[config.mk]
export PLATFORM = sky130hd
export DESIGN_NAME = sat_mac_unit
export DESIGN_NICKNAME = d
export VERILOG_FILES = /design/src/rtl/sat_mac_pkg.sv /design/src/rtl/sat_mac_rst_sync.sv /design/src/rtl/sat_mac_mult.sv /design/src/rtl/sat_mac_clip.sv /design/src/rtl/sat_mac_unit.sv
export SDC_FILE = /design/constraint.sdc
export NUM_CORES = 2
export LEC_CHECK = 0
export ABC_AREA = 1
export BUFFER_PORTS_ARGS = -buffer_cell sky130_fd_sc_hd__buf_2
export CORE_ASPECT_RATIO = 2
export CORE_MARGIN = 2
export CORE_UTILIZATION = 60
export DETAILED_ROUTE_END_ITERATION = 7
export PLACE_DENSITY_LB_ADDON = 0.08
export SETUP_SLACK_MARGIN = 0.1
export SLEW_MARGIN = 20
export SYNTH_ARGS = -nofsm -noshare
export SYNTH_HDL_FRONTEND = slang
export SYNTH_HIERARCHICAL = 1
export SYNTH_SLANG_ARGS = --single-unit
[constraint.sdc]
create_clock -name clk -period 8.82 [get_ports clk]
set_input_delay 2.205 -clock clk [delete_from_list [all_inputs] [get_ports clk]]
set_output_delay 2.205 -clock clk [all_outputs]
set_load 0.02 [all_outputs]
[src/rtl/sat_mac_pkg.sv]
package sat_mac_pkg;
  typedef enum logic {
    OP_LONG = 1'b0,
    OP_WORD = 1'b1
  } mac_op_e;
endpackage

[src/rtl/sat_mac_rst_sync.sv]
module sat_mac_rst_sync (
  input  logic clk,
  input  logic rst_n,
  output logic rst_sync_n
);
  logic [1:0] sync_q;
  logic [1:0] sync_d;

  always_comb sync_d = {sync_q[0], 1'b1};

  always_ff @(posedge clk or negedge rst_n) begin
    if (!rst_n) sync_q <= 2'b00;
    else        sync_q <= sync_d;
  end

  assign rst_sync_n = sync_q[1];
endmodule

[src/rtl/sat_mac_mult.sv]
module sat_mac_mult
  import sat_mac_pkg::*;
#(
  parameter int DATA_W = 32
) (
  input  logic                  clk,
  input  logic                  rst_n,
  input  logic                  start,
  input  mac_op_e               op,
  input  logic                  sat,
  input  logic [DATA_W-1:0]     a,
  input  logic [DATA_W-1:0]     b,
  output logic [2*DATA_W-1:0]   prod_q,
  output mac_op_e               op_q,
  output logic                  sat_q,
  output logic                  vld_q
);
  localparam int ACC_W  = 2 * DATA_W;
  localparam int HALF_W = DATA_W / 2;

  logic [DATA_W-1:0] a_sel, b_sel;
  logic [ACC_W-1:0]  a_ext, b_ext, prod_d;

  // operand width selection: word mode keeps the sign-extended lower half
  always_comb begin
    if (op == OP_WORD) begin
      a_sel = {{HALF_W{a[HALF_W-1]}}, a[HALF_W-1:0]};
      b_sel = {{HALF_W{b[HALF_W-1]}}, b[HALF_W-1:0]};
    end else begin
      a_sel = a;
      b_sel = b;
    end
    a_ext  = {{DATA_W{a_sel[DATA_W-1]}}, a_sel};
    b_ext  = {{DATA_W{b_sel[DATA_W-1]}}, b_sel};
    prod_d = a_ext * b_ext;
  end

  always_ff @(posedge clk or negedge rst_n) begin
    if (!rst_n) begin
      prod_q <= '0;
      op_q   <= OP_LONG;
      sat_q  <= 1'b0;
      vld_q  <= 1'b0;
    end else begin
      vld_q <= start;
      if (start) begin
        prod_q <= prod_d;
        op_q   <= op;
        sat_q  <= sat;
      end
    end
  end
endmodule

[src/rtl/sat_mac_clip.sv]
module sat_mac_clip
  import sat_mac_pkg::*;
#(
  parameter int DATA_W = 32
) (
  input  logic [DATA_W-1:0]   acc_hi,
  input  logic [DATA_W-1:0]   acc_lo,
  input  logic [2*DATA_W-1:0] prod,
  input  mac_op_e             op,
  input  logic                sat,
  output logic [DATA_W-1:0]   hi_o,
  output logic [DATA_W-1:0]   lo_o
);
  localparam int ACC_W  = 2 * DATA_W;
  localparam int HALF_W = DATA_W / 2;
  localparam logic [DATA_W-1:0] NEG_SET  = {{HALF_W{1'b1}}, {HALF_W{1'b0}}};
  localparam logic [DATA_W-1:0] POS_KEEP = {{(HALF_W+1){1'b0}}, {(HALF_W-1){1'b1}}};
  localparam logic [DATA_W-1:0] WORD_MIN = {1'b1, {(DATA_W-1){1'b0}}};
  localparam logic [DATA_W-1:0] WORD_MAX = {1'b0, {(DATA_W-1){1'b1}}};
  localparam logic [DATA_W-1:0] OVF_MARK = DATA_W'(1);

  logic [ACC_W-1:0] sum;
  logic             neg;
  logic             fits_word;

  always_comb begin
    sum       = {acc_hi, acc_lo} + prod;
    neg       = sum[ACC_W-1];
    // a value fits a signed word when all bits from DATA_W-1 upward agree
    fits_word = (sum[ACC_W-1:DATA_W-1] == '0) || (sum[ACC_W-1:DATA_W-1] == '1);
    hi_o      = sum[ACC_W-1:DATA_W];
    lo_o      = sum[DATA_W-1:0];
    if (sat) begin
      if (op == OP_LONG) begin
        if (neg) hi_o = sum[ACC_W-1:DATA_W] | NEG_SET;
        else     hi_o = sum[ACC_W-1:DATA_W] & POS_KEEP;
      end else if (!fits_word) begin
        hi_o = OVF_MARK;
        lo_o = neg ? WORD_MIN : WORD_MAX;
      end
    end
  end
endmodule

[src/rtl/sat_mac_unit.sv]
module sat_mac_unit
  import sat_mac_pkg::*;
#(
  parameter int DATA_W = 32
) (
  input  logic              clk,
  input  logic              rst_n,
  input  logic              start,
  input  logic              op_sel,
  input  logic              sat_en,
  input  logic [DATA_W-1:0] opnd_a,
  input  logic [DATA_W-1:0] opnd_b,
  input  logic              clr,
  input  logic              ld_hi,
  input  logic              ld_lo,
  input  logic [DATA_W-1:0] ld_hi_data,
  input  logic [DATA_W-1:0] ld_lo_data,
  output logic              done,
  output logic [DATA_W-1:0] acc_hi,
  output logic [DATA_W-1:0] acc_lo
);
  localparam int ACC_W  = 2 * DATA_W;
  localparam int HALF_W = DATA_W / 2;

  logic              rst_sync_n;
  logic [ACC_W-1:0]  prod_q;
  mac_op_e           op_q;
  logic              sat_q;
  logic              vld_q;
  logic [DATA_W-1:0] clip_hi, clip_lo;
  logic [DATA_W-1:0] hi_q, lo_q, hi_d, lo_d;
  logic              done_q, done_d;
  logic              acc_en;
  mac_op_e           op_in;

  assign op_in = mac_op_e'(op_sel);

  sat_mac_rst_sync u_rst_sync (
    .clk        (clk),
    .rst_n      (rst_n),
    .rst_sync_n (rst_sync_n)
  );

  sat_mac_mult #(.DATA_W(DATA_W)) u_mult (
    .clk    (clk),
    .rst_n  (rst_sync_n),
    .start  (start),
    .op     (op_in),
    .sat    (sat_en),
    .a      (opnd_a),
    .b      (opnd_b),
    .prod_q (prod_q),
    .op_q   (op_q),
    .sat_q  (sat_q),
    .vld_q  (vld_q)
  );

  sat_mac_clip #(.DATA_W(DATA_W)) u_clip (
    .acc_hi (hi_q),
    .acc_lo (lo_q),
    .prod   (prod_q),
    .op     (op_q),
    .sat    (sat_q),
    .hi_o   (clip_hi),
    .lo_o   (clip_lo)
  );

  // next state: clear beats loads, loads beat the accumulate writeback
  always_comb begin
    hi_d   = hi_q;
    lo_d   = lo_q;
    done_d = 1'b0;
    acc_en = clr | ld_hi | ld_lo | vld_q;
    if (clr) begin
      hi_d = '0;
      lo_d = '0;
    end else if (ld_hi || ld_lo) begin
      if (ld_hi) hi_d = ld_hi_data;
      if (ld_lo) lo_d = ld_lo_data;
    end else if (vld_q) begin
      hi_d   = clip_hi;
      lo_d   = clip_lo;
      done_d = 1'b1;
    end
  end

  always_ff @(posedge clk or negedge rst_sync_n) begin
    if (!rst_sync_n) begin
      hi_q   <= '0;
      lo_q   <= '0;
      done_q <= 1'b0;
    end else begin
      done_q <= done_d;
      if (acc_en) begin
        hi_q <= hi_d;
        lo_q <= lo_d;
      end
    end
  end

  assign done   = done_q;
  assign acc_hi = hi_q;
  assign acc_lo = lo_q;

  assert_done_after_start_R4: assert property (@(posedge clk) disable iff (!rst_sync_n)
    done |-> $past(start, 2));

  assert_clear_zeroes_R9: assert property (@(posedge clk) disable iff (!rst_sync_n)
    clr |=> (acc_hi == '0 && acc_lo == '0 && !done));

  assert_load_hi_R10: assert property (@(posedge clk) disable iff (!rst_sync_n)
    (ld_hi && !clr) |=> (acc_hi == $past(ld_hi_data) && !done));

  assert_load_lo_R10: assert property (@(posedge clk) disable iff (!rst_sync_n)
    (ld_lo && !clr) |=> (acc_lo == $past(ld_lo_data) && !done));

  assert_long_band_R6: assert property (@(posedge clk) disable iff (!rst_sync_n)
    (done && !$past(op_sel, 2) && $past(sat_en, 2)) |->
      ((acc_hi[DATA_W-1:HALF_W] == '1) || (acc_hi[DATA_W-1:HALF_W-1] == '0)));

  assert_word_high_R8: assert property (@(posedge clk) disable iff (!rst_sync_n)
    (done && $past(op_sel, 2) && $past(sat_en, 2)) |->
      (acc_hi == '0 || acc_hi == '1 || acc_hi == DATA_W'(1)));
endmodule

# Word level (Yosys, flattened, before mapping)
# Index checks and enable logic that the tools add are counted.
[totals] elab_cells=43 out_inout_bits=65 register_bits=134 input_bits=136
[classes] n_eq_ne=3 mul=1 reduce_logical=6 n_bitwise=3 addsub=1 n_mux=21
[ops] operator="32-bit two-way mux" count=18
[ops] operator="64-bit adder" count=1
[ops] operator="32-bit by 32-bit multiplier with 64-bit output" count=1
[ops] operator="33-bit == test (second input constant)" count=1
[ops] operator="33-bit logical NOT" count=1
[ops] operator="3-bit inequality test (second input constant)" count=2
[ops] operator="3-bit AND reduction" count=2
[ops] operator="1-bit two-way mux" count=3
[ops] operator="1-bit OR" count=3
[ops] operator="3-bit nonzero test" count=1
[ops] operator="1-bit logical OR" count=2

# Longest topological paths before layout
[logic_depth] depth_word=9 ltp_mapped=39 ltp_nobuf=36

# Hierarchy
# Netlist, hierarchy kept.
[by_module_without_submodules] mod="sat_mac_mult" instances=1 cells_per_inst=5124 area_each_um2=40772.9 seq_area_each_um2=1676.6
[by_module_without_submodules] mod="sat_mac_clip" instances=1 cells_per_inst=1654 area_each_um2=7454.6 seq_area_each_um2=0.0
[by_module_without_submodules] mod="sat_mac_unit" instances=1 cells_per_inst=487 area_each_um2=3266.9 seq_area_each_um2=1626.6
[by_module_without_submodules] mod="sat_mac_rst_sync" instances=1 cells_per_inst=3 area_each_um2=53.8 seq_area_each_um2=50.0

# Worst setup path after synthesis
# Ideal clock, no wire load.
[synth_timing] kind="input-to-reg" from="in opnd_a[15]" to="reg u_mult.prod_q[53]" path_slack_ns=-0.641 stages=30 setup_time_ns=0.118 t_arrival_ns=9.343 required_ns=8.702 path_cell_list="buf_2 nand2_1 inv_2 a21oi_1 inv_1 buf_2 nand2_1 inv_1 fa_1 fa_1 fa_1 fa_1 inv_1 fa_1 inv_1 fa_1 inv_1 fa_1 fa_1 inv_1 ha_1 nand2_1 nor2_1 nand2_1 nor4_1 nand2_1 nand3_1 nand2_1 nand3_1 nand2_1"
[synth_via] elab_chain_len=2
[synth_rtl] element="from (decl)" line="sat_mac_unit.sv:11" text="input logic [DATA_W-1:0] opnd_a,"
[synth_rtl] element="32-bit two-way mux" line="sat_mac_mult.sv:26" text="if (op == OP_WORD) begin"
[synth_rtl] element="32-bit by 32-bit multiplier with 64-bit output" line="sat_mac_mult.sv:35" text="prod_d = a_ext * b_ext;"
[synth_rtl] element="to (signal assigned)" line="sat_mac_mult.sv:47" text="prod_q <= prod_d;"
[synth_rtl] element="to (decl)" line="sat_mac_mult.sv:13" text="output logic [2*DATA_W-1:0] prod_q,"
# No other way between the ends.
# A chain may end at the register's enable or synchronous reset.

# Worst setup path after layout
[layout_timing] from="in opnd_b[15]" to="reg u_mult.prod_q[44]"
[layout_via] elab_chain_len=2
[layout_rtl] element="from (decl)" line="sat_mac_unit.sv:12" text="input logic [DATA_W-1:0] opnd_b,"
[layout_rtl] element="32-bit two-way mux" line="sat_mac_mult.sv:26"
[layout_rtl] element="32-bit by 32-bit multiplier with 64-bit output" line="sat_mac_mult.sv:35"
# No other way between the ends.

==> implementation parameters <==
Parameter                              Value

Run status
  Outcome    finished, violations left
  Failing checks    setup timing

Synth
  Synth Warn #    6
  Sequential element share of the synthesized area    6.505%
  Total nets after synthesis    8734
  Post-synthesis instance total    7268
  Cell type with the highest aggregate area in the netlist    sky130_fd_sc_hd__fa_1
  Synth Flop Type    sky130_fd_sc_hd__dfrtp_1
  Register bit total from synthesis    134
  Average cell area after synthesis    7.092 sq um
  Post-synth top area share    42.06%
  Post-synthesis cell area    0.05155 sq mm
  EDFF count, synth    0
  Top cells by area in the synthesized netlist    sky130_fd_sc_hd__fa_1 (42%), sky130_fd_sc_hd__nand2_1 (19%), sky130_fd_sc_hd__inv_1 (14%)
  Fraction of registers with async set/reset    100.0%
  Count of unique library cells instantiated by Yosys    45

STA
  Final worst hold slack    0.3615 ns
  Setup repair after global routing missed its margin    true
  Skew final    0.01633 ns
  Setup-violating endpoint count in the final report    16
  Count of pins over their slew limit    0
  Time the final worst path needs with I/O delays and setup    8.978 ns
  Worst-margin pin slew    1.037 ns
  Final hold violations    0
  Max-slew headroom at the worst pin    30.68%
  Setup slack after layout    -0.1583 ns
  Upper clock frequency limit    111.4 MHz
  Period Utilization, post-route    101.8%

Die
  Number of cell rows    152
  Die width    211.3 microns
  Core Region    0.08539 sq mm
  Effective utilization at floorplan    60.37%
  Number of I/O pins    201
  Die area    0.08842 sq mm
  Vertical extent of the die    418.5 microns

Run
  Max_cap viols    0

Clock tree
  Bufs on Longest Clock Path    2
  Deepest level of the CTS H-tree    4
  Clock network latency to the later pin of the worst-skew pair    0.46 ns
  Clock root cell    sky130_fd_sc_hd__clkbuf_16
  Number of buffers inserted by hold repair at cts    0
  Clk slew on worst S/H paths    0.07 ns
  Number of clock buffers inserted by TritonCTS    17
  CTS tree    yes
  Total number of clock tree sinks    134

Routing
  Drt initial violations    4792
  First drt pass iteration count    7
  Via-per-instance ratio    5.481
  Average wire per standard cell    20.79 microns
  Number of vias in the routed layout    49140
  DRC viols    0
  Routed wire length    186400 microns
  Remaining antenna violation count after routing    0

Worst setup path
  Crit path DAT    9.32 ns
  Worst Path Required    9.16 ns
  Crit-path slowest cell    sky130_fd_sc_hd__nor2_1
  Crit-path most repeated cell    sky130_fd_sc_hd__fa_1
  Worst path bufs/invs    11
  Worst setup SP type    input port
  CP endpoint kind    register
  Largest incremental delay on the critical path    0.74 ns
  Category of cells accounting for the largest share of critical-path delay    adder cells
  Crit Path Category    in -> reg
  Max FO, Critical Path    6

GRT
  Global route overflow    0
  Total Routing Usage GR    42.68%
  Global-route wire length before repair    282700 microns
  Vias in the first global route    51120
  Initial antenna violation count    3
  Pin count of the biggest net entering global routing    82

Placed design
  Half-perimeter wire length after placement    156400 microns
  Dpl cells    8854
  Final GP Congestion    1.033
  Port bufs    200

Finish
  Post-synthesis to final-layout area growth    19.43%
  Post-layout instance count excluding filler cells    8966
  Commonest non-fill, non-tap cell in the layout    sky130_fd_sc_hd__nand2_1
  Most used cells in the layout excluding fill and tap cells    sky130_fd_sc_hd__nand2_1 (2426), sky130_fd_sc_hd__inv_1 (1824), sky130_fd_sc_hd__fa_1 (1031)
  Number of nets in the layout    9340
  Ratio of cells with drive above 1 in the final layout    18.12%

Min path
  Hold/Removal Path Class    reg -> reg
per-stage QoR:
step                setup TNS [ns]  util, %  instance area [sq um]  setup WS, ns
floorplan                   -1.678        -                  51800       -0.1882
global placement            -23.55    67.76                  57860       -0.9526
detailed placement          -29.39    67.76                  57860        -1.001
CTS                       -0.05971    70.07                  59830      -0.02887
global route                -7.861    72.09                  61560       -0.4138
finish                      -1.095    72.09                  61560       -0.1583
sequential cells by signal, indices dropped and copies added, names as in the netlist:
signal,cells
u_mult/prod_q,64
acc_hi,32
acc_lo,32
u_rst_sync/sync_q,2
done,1
u_mult/op_q,1
u_mult/sat_q,1
u_mult/vld_q,1
cell type report:
cell class                 count  area (sq um)
multi-input combinational   4975         42250
fill                        6652         23830
inverter                    1933          7322
timing repair buffer         813          6676
sequential                   134          3357
tap                         1078          1349
clock buffer                  17         425.4
clock inverter                15         177.7
antenna                        1         2.502
cell families after synthesis:
logic type / after synthesis / share of synthesized area, %
flops: 134 / 6.505
xor+xnor: 53 / 0.9005
fa+ha+maj: 1330 / 48.05
simple gates: 3370 / 25.80
buf+inv: 2159 / 16.09
other cells: 1 / 0.007275
compound gates: 221 / 2.641
metal layers:
metal  vias up  GRT usage (%)  share of wire (%)
met3       914          6.374                8.3
met1     23680          49.71                 34
li1      21780              -                  -
met2      2769          70.86                 47
met4         0          32.57                9.9
met5         -              0                  0
worst register-to-register path: cells and delay by family (launching register included):
kind | cells | cell delay (ns)
DFF | 1 | 0.50
buffers and inverters | 1 | 0.08
and+or+nand+nor | 21 | 3.28
adders and majority gates | 2 | 0.78
synthesized netlist by cell type (all sizes together) (2+ instances only):
cell and instances:
o31ai 2, xor2 3, dfrtp 134, nand2 2551, a21boi 15, clkinv 8, and3 5, o21ai 48
nand4 30, nand3b 12, xnor2 50, a21oi 144, ha 247, nand3 201, inv 1925, or2 7
and2 2, nor2 530, nor3 24, clkbuf 112, o21bai 9, buf 114, nor4 8, fa 1083
timing repair:
action / CTS / global route
pin swaps: 104 / 129
endpoints found under the setup margin: 45 / 45
buffers inserted: 30 / 46
gates resized for setup: 287 / 339
cloned: 2 / 3
worst paths after layout:
check	startpoint	endpoint	slack [ns]	cells past startpoint
worst min register to register	u_rst_sync/sync_q[0]	u_rst_sync/sync_q[1]	0.36	0
worst max-delay path	opnd_b[15]	u_mult/prod_q[44]	-0.16	32
worst min-delay path	u_rst_sync/sync_q[0]	u_rst_sync/sync_q[1]	0.36	0
worst max register to register	u_mult/prod_q[0]	acc_lo[26]	4.09	24
max in group asynchronous	u_rst_sync/sync_q[1]	u_mult/prod_q[20]	6.87	1
min in group asynchronous	u_rst_sync/sync_q[1]	acc_hi[2]	0.43	0
Power is left out: the tool's default activity adds up to more than one toggle a clock period on the data nets, which glitch-free logic cannot reach.
